`src/rtl/gpp_pkg.sv`:
```
package gpp_pkg;

   // control bits carried beside the colour channels, lowest bits of the word
   typedef struct packed {
      logic hs;
      logic vs;
      logic pe;
   } gpp_ctl_t;

   localparam int GPP_CTL_W = 3;

   // divider variants
   localparam int GPP_DIV_RECIP = 0;
   localparam int GPP_DIV_EXACT = 1;

endpackage

```
`src/rtl/gpp_edge2.sv`:
```
module gpp_edge2 #(
   parameter bit RISE = 1'b1
) (
   input  logic clk,
   input  logic rst,
   input  logic sig_i,
   output logic edge_o
);

   logic newer_q;
   logic older_q;

   always_ff @(posedge clk) begin
      if (rst) begin
         newer_q <= 1'b0;
         older_q <= 1'b0;
      end else begin
         newer_q <= sig_i;
         older_q <= newer_q;
      end
   end

   generate
      if (RISE) begin : g_rise
         assign edge_o = newer_q & ~older_q;
      end else begin : g_fall
         assign edge_o = ~newer_q & older_q;
      end
   endgenerate

endmodule

```
`src/rtl/gpp_wsum.sv`:
```
module gpp_wsum #(
   parameter int CH_W  = 10,
   parameter int W_R   = 30,
   parameter int W_G   = 59,
   parameter int W_B   = 11,
   parameter int SUM_W = 17
) (
   input  logic             clk,
   input  logic             rst,
   input  logic [CH_W-1:0]  red_i,
   input  logic [CH_W-1:0]  grn_i,
   input  logic [CH_W-1:0]  blu_i,
   output logic [SUM_W-1:0] sum_o
);

   localparam int MAX_SUM = ((1 << CH_W) - 1) * (W_R + W_G + W_B);

   if (MAX_SUM >= (1 << SUM_W)) begin : g_err_sum_w
      $error("gpp_wsum: SUM_W too narrow for weighted sum");
   end

   logic [SUM_W-1:0] sum_d;

   always_comb begin
      sum_d = SUM_W'(red_i) * SUM_W'(W_R)
            + SUM_W'(grn_i) * SUM_W'(W_G)
            + SUM_W'(blu_i) * SUM_W'(W_B);
   end

   always_ff @(posedge clk) begin
      if (rst) sum_o <= '0;
      else     sum_o <= sum_d;
   end

endmodule

```
`src/rtl/gpp_div.sv`:
```
module gpp_div #(
   parameter int CH_W     = 10,
   parameter int SUM_W    = 17,
   parameter int SCALE    = 100,
   parameter int DIV_MODE = 0,
   parameter int SHIFT    = 24
) (
   input  logic             clk,
   input  logic             rst,
   input  logic [SUM_W-1:0] sum_i,
   output logic [CH_W-1:0]  quo_o
);

   import gpp_pkg::*;

   localparam longint unsigned TWO_S   = 64'd1 << SHIFT;
   localparam longint unsigned RECIP   = (TWO_S + longint'(SCALE) - 1) / longint'(SCALE);
   localparam longint unsigned ERR     = RECIP * longint'(SCALE) - TWO_S;
   localparam longint unsigned MAX_IN  = longint'(((1 << CH_W) - 1)) * longint'(SCALE);
   localparam int              RECIP_W = $clog2(RECIP + 1);
   localparam int              PROD_W  = SUM_W + RECIP_W;

   if (DIV_MODE != GPP_DIV_RECIP && DIV_MODE != GPP_DIV_EXACT) begin : g_err_mode
      $error("gpp_div: DIV_MODE must be 0 or 1");
   end

   if (SCALE < 2) begin : g_err_scale
      $error("gpp_div: SCALE must be at least 2");
   end

   logic [CH_W-1:0] quo_d;

   generate
      if (DIV_MODE == GPP_DIV_RECIP) begin : g_recip
         // exact floor requires the reciprocal error to stay below one step
         if (SHIFT > 40 || MAX_IN * ERR >= TWO_S) begin : g_err_shift
            $error("gpp_div: SHIFT too small for an exact reciprocal");
         end
         logic [PROD_W-1:0] prod;
         always_comb begin
            prod  = PROD_W'(sum_i) * PROD_W'(RECIP);
            quo_d = CH_W'(prod >> SHIFT);
         end
      end else begin : g_exact
         always_comb begin
            quo_d = CH_W'(sum_i / SUM_W'(SCALE));
         end
      end
   endgenerate

   always_ff @(posedge clk) begin
      if (rst) quo_o <= '0;
      else     quo_o <= quo_d;
   end

endmodule

```
`src/rtl/gray_pixel_pipe.sv`:
```
module gray_pixel_pipe #(
   parameter int CH_W     = 10,
   parameter int W_R      = 30,
   parameter int W_G      = 59,
   parameter int W_B      = 11,
   parameter int SCALE    = 100,
   parameter int DIV_MODE = 0,
   parameter int SHIFT    = 24
) (
   input  logic                  clk,
   input  logic                  rst,
   input  logic [3*CH_W+2:0]     vid_i,
   input  logic [CH_W-1:0]       thresh_i,
   output logic [CH_W+2:0]       gray_word_o,
   output logic                  gray_valid_o,
   output logic                  bin_o,
   output logic                  frame_start_o,
   output logic                  run_start_o
);

   import gpp_pkg::*;

   localparam int WORD_W  = 3 * CH_W + GPP_CTL_W;
   localparam int RED_LSB = WORD_W - CH_W;
   localparam int GRN_LSB = WORD_W - 2 * CH_W;
   localparam int BLU_LSB = GPP_CTL_W;
   localparam int SUM_W   = $clog2(((1 << CH_W) - 1) * SCALE + 1);

   if (CH_W < 2 || CH_W > 16) begin : g_err_ch_w
      $error("gray_pixel_pipe: CH_W out of supported range");
   end

   if (W_R + W_G + W_B != SCALE) begin : g_err_weights
      $error("gray_pixel_pipe: weights must sum to SCALE");
   end

   // field split
   logic [CH_W-1:0] red;
   logic [CH_W-1:0] grn;
   logic [CH_W-1:0] blu;
   gpp_ctl_t        ctl_in;

   assign red    = vid_i[RED_LSB +: CH_W];
   assign grn    = vid_i[GRN_LSB +: CH_W];
   assign blu    = vid_i[BLU_LSB +: CH_W];
   assign ctl_in = gpp_ctl_t'(vid_i[GPP_CTL_W-1:0]);

   // arithmetic: stage 1 sum, stage 2 divide
   logic [SUM_W-1:0] sum_q1;
   logic [CH_W-1:0]  gray_q2;

   gpp_wsum #(
      .CH_W (CH_W),
      .W_R  (W_R),
      .W_G  (W_G),
      .W_B  (W_B),
      .SUM_W(SUM_W)
   ) u_wsum (
      .clk  (clk),
      .rst  (rst),
      .red_i(red),
      .grn_i(grn),
      .blu_i(blu),
      .sum_o(sum_q1)
   );

   gpp_div #(
      .CH_W    (CH_W),
      .SUM_W   (SUM_W),
      .SCALE   (SCALE),
      .DIV_MODE(DIV_MODE),
      .SHIFT   (SHIFT)
   ) u_div (
      .clk  (clk),
      .rst  (rst),
      .sum_i(sum_q1),
      .quo_o(gray_q2)
   );

   // control and threshold delay line, matched to the arithmetic
   gpp_ctl_t        ctl_q1, ctl_q2;
   logic [CH_W-1:0] thr_q1, thr_q2;

   always_ff @(posedge clk) begin
      if (rst) begin
         ctl_q1 <= '0;
         ctl_q2 <= '0;
         thr_q1 <= '0;
         thr_q2 <= '0;
      end else begin
         ctl_q1 <= ctl_in;
         ctl_q2 <= ctl_q1;
         thr_q1 <= thresh_i;
         thr_q2 <= thr_q1;
      end
   end

   // edge detection: two sampling flops plus one alignment flop
   logic vs_fall;
   logic pe_rise;
   logic frame_q2;
   logic run_q2;

   gpp_edge2 #(.RISE(1'b0)) u_vs_edge (
      .clk   (clk),
      .rst   (rst),
      .sig_i (ctl_in.vs),
      .edge_o(vs_fall)
   );

   gpp_edge2 #(.RISE(1'b1)) u_pe_edge (
      .clk   (clk),
      .rst   (rst),
      .sig_i (ctl_in.pe),
      .edge_o(pe_rise)
   );

   always_ff @(posedge clk) begin
      if (rst) begin
         frame_q2 <= 1'b0;
         run_q2   <= 1'b0;
      end else begin
         frame_q2 <= vs_fall;
         run_q2   <= pe_rise;
      end
   end

   // outputs
   assign gray_word_o   = {gray_q2, ctl_q2};
   assign gray_valid_o  = ctl_q2.pe;
   assign bin_o         = ctl_q2.pe & (gray_q2 >= thr_q2);
   assign frame_start_o = frame_q2;
   assign run_start_o   = run_q2;

endmodule

```
`config.mk`:
```
export PLATFORM = sky130hd
export DESIGN_NAME = gray_pixel_pipe
export DESIGN_NICKNAME = d
export VERILOG_FILES = /design/src/rtl/gpp_pkg.sv /design/src/rtl/gpp_edge2.sv /design/src/rtl/gpp_wsum.sv /design/src/rtl/gpp_div.sv /design/src/rtl/gray_pixel_pipe.sv
export SDC_FILE = /design/constraint.sdc
export NUM_CORES = 1
export LEC_CHECK = 0
export ABC_AREA = 1
export CAP_MARGIN = 20
export CORE_UTILIZATION = 30
export CTS_BUF_LIST = sky130_fd_sc_hd__clkbuf_8
export DETAILED_ROUTE_END_ITERATION = 10
export GPL_TIMING_DRIVEN = 0
export PLACE_DENSITY = 0.56
export SETUP_SLACK_MARGIN = 0.3
export SYNTH_ARGS = -nofsm -noshare
export SYNTH_HDL_FRONTEND = slang
export SYNTH_SLANG_ARGS = --single-unit
```
`constraint.sdc`:
```
create_clock -name clk -period 5.6 [get_ports clk]
set_input_delay 1.12 -clock clk [delete_from_list [all_inputs] [get_ports clk]]
set_output_delay 1.12 -clock clk [all_outputs]
set_load 0.02 [all_outputs]
```
Word-level counts from Yosys, hierarchy flattened. Cells that the tools add are included.

Add/subtract/negate cells: 2. Multipliers: 4. Div/mod/pow operators: 0. Order comparisons: 1. Equal/unequal tests: 0. Shift operators: 0. Muxes and demuxes: 0. Bitwise logic cells: 5. Reductions and logical operators: 0.

Operators with widths (count): multiplier 17 x 18 -> 34 bit (second input constant) (1); multiplier 10 x 4 -> 14 bit (second input constant) (2); adder 15 x 16 -> 17 bit (1); adder 17 x 14 -> 17 bit (1); multiplier 10 x 6 -> 16 bit (second input constant) (1); >= comparator 10 bit (1); bitwise AND 1 bit (3); NOT 1 bit (2).

Bits in registers: 55. Latch bits: 0. Bits in writable memories: 0. Bits in read-only memories: 0. Output and inout port bits: 17. Word-level logic and storage cells: 24. Memories: 0.

Longest topological paths before layout.
Depth in word-level cells: 3. Gate-level depth with buffers: 25.

By module. Synthesis repeated with hierarchy kept, for this count alone.

Cells, all modules: 1486. Area, all modules: 11926.4 um2.

By module, submodules not included: gpp_div (times used 1, cells each 786, area an instance 6256.0 um2, sequential area each 200.2 um2); gpp_wsum (times used 1, cells each 549, area an instance 4460.5 um2, sequential area each 340.3 um2); gray_pixel_pipe (times used 1, cells each 136, area an instance 1086.0 um2, sequential area each 560.5 um2); gpp_edge2 (u_vs_edge) (times used 1, cells each 8, area an instance 65.1 um2, sequential area each 40.0 um2); gpp_edge2 (u_pe_edge) (times used 1, cells each 7, area an instance 58.8 um2, sequential area each 40.0 um2).

Least setup slack after synthesis. Ideal clock, no wire load.

Kind: input to register. Start point: input port vid_i[27]. End point: register u_wsum.sum_o[15]. Library setup time: 0.115 ns. Arrival time: 5.684 ns. Required time: 5.485 ns. Setup slack: -0.199 ns. Stages: 23. Path buffers: 0. Cell sequence: inv_1 -> fa_1 -> fa_1 -> inv_1 -> ha_1 -> a21oi_1 -> o21ai_0 -> nor2_1 -> xnor2_1 -> fa_1 -> inv_1 -> fa_1 -> fa_1 -> inv_1 -> ha_1 -> a21oi_2 -> nor2_1 -> nor2_1 -> nor2_1 -> nor3_1 -> nand3_1 -> nand2_1 -> nor2_1.

Word-level cells in the longest chain between the ends: 3.

RTL lines: from (decl) (RTL line gray_pixel_pipe.sv:12) `input logic [3*CH_W+2:0] vid_i,`; multiplier 10 x 4 -> 14 bit (RTL line gpp_wsum.sv:25) `sum_d = SUM_W'(red_i) * SUM_W'(W_R)`; adder 15 x 16 -> 17 bit (RTL line gpp_wsum.sv:26) `+ SUM_W'(grn_i) * SUM_W'(W_G)`; adder 17 x 14 -> 17 bit (RTL line gpp_wsum.sv:27) `+ SUM_W'(blu_i) * SUM_W'(W_B);`; to (signal assigned) (RTL line gpp_wsum.sv:32) `else sum_o <= sum_d;`; to (decl) (RTL line gpp_wsum.sv:13) `output logic [SUM_W-1:0] sum_o`.

Every way passes these cells. A chain may end at the register's enable or synchronous reset.

Worst setup path in the final report.
Start point: input port vid_i[24]. End point: register u_wsum.sum_o[16].

Same word-level chain as after synthesis.

==> results.cfg <==
[detailed_routing]
vias = 8615
wire_per_inst_um = 13.0
drc = 0
routed_wl_um = 26300
drt-pass1-iter-count = 5
via_per_inst = 4.26
drt_iter0_drc = 298
ant_nets = 0

[critical_path]
start_kind = primary input
required_ns = 5.80
crit_family = adder cells
worst-path-max-fanout = 5
end_kind = flop
critPathArrivalTime_ns = 5.86
slowest_delay_ns = 0.59
worst-setup-path-type = primary input to flop
path_common_cell = fa_1
cpMaxStageDelayCell = fa_1
crit_buf_inv = 5
path_cells = buf_8 > fa_1 > fa_1 > inv_2 > fa_2 > o31ai_4 > xnor2_1 > inv_1 > fa_1 > fa_1 > inv_2 > fa_1 > inv_2 > ha_4 > a21oi_4 > o21ai_1 > nand2_1 > nand3_4 > nand2_1 > nand3b_1 > nand2_1 > nor2_1

[placement]
place_area_um2 = 13100
gp_congestion = 0.869
dp_cells = 1972
port_buffers = 60
dp_hpwl_um = 23600
place_ws_ns = -1.01

[layout]
final_layout_size_suffix_gt1_share_pct = 14.5
antenna_cells = 0
areaGrowthSynthToFinish_pct = 21.1
stdcell_area_um2 = 14000
final_net_count = 1963
multiInputGateArea_um2 = 9480
num-fill-cells = 3954
seqCellArea_um2 = 1120
final_cells = 2021

[clock_network]
root_buffer = clkbuf_8
clock-sinks = 55
cts_inserted_buffers = 5
htree_levels = 2
clockBufferDepth = 2
cts_tree = yes
clk_pin_slew_ns = 0.10
clkLatencyLatePin_ns = 0.31
hold_buffers = 0

[global_route]
antenna_found_initial = 0
grt_max_degree = 18
track_usage_pct = 14.2
gr-total-overflow = 0
grt_pass1_wl_um = 44500
grt_pass1_vias = 9232

[sta]
hold_violations = 0
clock_skew_ns = 0.0134
setup_tns_ns = -0.136
fin_ws_ns = -0.0534
clock.fmax_ghz = 0.177
min_period_ns = 5.65
layout_worst_path_cycle_share_pct = 101
slew_viol_final = 0
max_slew_margin_pct = 60.6
setup_viol = 4
max_slew.worst_pin.slew_ns = 0.590
rsz0062_at_grt = yes

[logic_synthesis]
yosysWarnings = 0
synth_area_leaders = fa_1 33%, ha_1 24%, inv_1 14%
syn_nets = 1855
yosys_register_bits = 55
synth_area_leader_cell = fa_1
synth_top_area_share_pct = 32.8
yosysUniqueCellTypes = 38
syn_area_um2 = 11600
netlist_instances = 1401
syn-mean-instance-area_um2 = 8.27
synth-seq-area-share_pct = 9.51

[die]
die_w_um = 198
start_util_pct = 30.6
die_y_um = 198
io_pins = 62
die-area_um2 = 39400
fp-row-count = 71
coreArea_um2 = 37800

[run_status]
status = finished, violations left
violations = negative setup slack

[run]
drv_cap = 0

[worst_hold_path]
worstHoldPathType = flop to flop
==> kinds of logic after synthesis <==
family	after synthesis	synth area share (%)
buffers and inverters	449	14.7
adders and majority gates	409	56.5
and+or+nand+nor	365	13.1
AOI/OAI and AO/OA	111	5.26
DFF	55	9.51
xor gates and xnor gates	12	0.908
==> flip-flops by register name, indices dropped and copies added, names as in the netlist <==
signal and cells:
u_wsum.sum_o 17, thr_q1 10, thr_q2 10, u_div.quo_o 10, gray_word_o 2, ctl_q1 1, frame_start_o 1, run_start_o 1
u_pe_edge.newer_q 1, u_pe_edge.older_q 1, u_vs_edge.newer_q 1
==> metrics by stage <==
stage / hold slack (ns) / utilization [%]
2_1_floorplan: 0.388 / -
3_3_place_gp: 0.394 / 34.6
3_5_place_dp: 0.396 / 34.6
4_1_cts: 0.403 / 35.8
5_1_grt: 0.429 / 37.0
6_report: 0.403 / 37.0
==> worst reg2reg max path, cell delays in order (launching register included) <==
cell     delay, ns
dfxtp_4       0.41
fa_2          0.61
inv_1         0.06
fa_1          0.52
inv_1         0.05
fa_1          0.49
inv_1         0.05
fa_1          0.47
inv_1         0.05
fa_1          0.49
inv_2         0.05
fa_1          0.53
inv_2         0.06
ha_4          0.27
nand2_1       0.07
inv_1         0.07
nand2_1       0.12
nor2_1        0.16
nand2_1       0.06
nand2_1       0.07
nand2_1       0.09
a21oi_1       0.14
nor2_1        0.07
==> synth_stat cells <==
master     number
a21oi_1        64
nor2_4          2
buf_4           2
o21a_1          1
fa_1          190
and3_1          2
o21ai_0        23
o31ai_1         1
a211oi_1        1
nor3_1          9
nor2_1        107
nand2_2         3
o21ai_1         3
a21o_1          3
a31oi_1         1
ha_1          219
or2_2           3
nand3_2         2
nor3_2          1
clkbuf_1        5
nand4_1         3
inv_1         441
o211ai_1        1
dfxtp_1        55
xnor2_1        10
o2111ai_1       1
nor2_2          4
a21boi_1        1
nand2_1       189
nand3_1        35
clkbuf_8        1
nand3b_1        3
a21boi_0        1
a21oi_2         1
xor2_1          2
and2_1          1
o21bai_1        9
nand2_4         1
==> placed cells by master (no fill, tap or decap), drive strengths merged <==
| master | instances |
|---|---|
| o211ai | 1 |
| o21a | 1 |
| nor3 | 10 |
| xor2 | 2 |
| a21boi | 2 |
| ha | 219 |
| a21oi | 65 |
| nor2 | 113 |
| dfxtp | 55 |
| clkbuf | 12 |
| a31oi | 1 |
| nand4 | 3 |
| inv | 439 |
| or2 | 3 |
| o21bai | 9 |
| nand2 | 193 |
| o2111ai | 1 |
| a21o | 3 |
| buf | 49 |
| clkdlybuf4s15 | 1 |
| bufinv | 1 |
| and2 | 1 |
| nand3b | 3 |
| o21ai | 26 |
| clkinvlp | 4 |
| nand3 | 37 |
| clkdlybuf4s50 | 52 |
| a211oi | 1 |
| o31ai | 1 |
| fa | 190 |
| and3 | 2 |
| xnor2 | 10 |
==> final timing paths <==
path / depth (start not counted) / slack, ns / start / to
max: 22 / -0.05 / vid_i[24] / u_wsum.sum_o[16]$_SDFF_PP0_
min reg2reg: 2 / 0.40 / thr_q1[1]$_SDFF_PP0_ / thr_q2[1]$_SDFF_PP0_
min: 2 / 0.40 / thr_q1[1]$_SDFF_PP0_ / thr_q2[1]$_SDFF_PP0_
max reg2reg: 22 / 0.54 / u_wsum.sum_o[3]$_SDFF_PP0_ / u_div.quo_o[8]$_SDFF_PP0_
==> layout make-up <==
cell class	instances	area share, %
inverters	441	11.9
multi-input cells	897	67.6
clock buffers	5	0.491
well taps	511	4.56
clock inverters	3	0.303
flip-flops and latches	55	8.01
plain buffers	8	0.339
repair buffers	101	6.71
==> routing by layer <==
metal / routed length [um] / up-vias / track usage, %
met1: 12100 / 4116 / 18.3
met5: 0 / - / 0
li1: - / 4381 / -
met4: 420 / 0 / 2.36
met2: 13300 / 91 / 26.4
met3: 438 / 27 / 0.695
==> repair_timing <==
item / 4_1_cts / 5_1_grt
pin swaps: 61 / 53
hold endpoints to repair: 0 / 0
setup buffers: 22 / 19
resized for setup: 92 / 87
setup endpoints to repair: 22 / 22
Power is not shown: default switching activity piles up to over one toggle a cycle in this logic, so the estimate is an artifact.
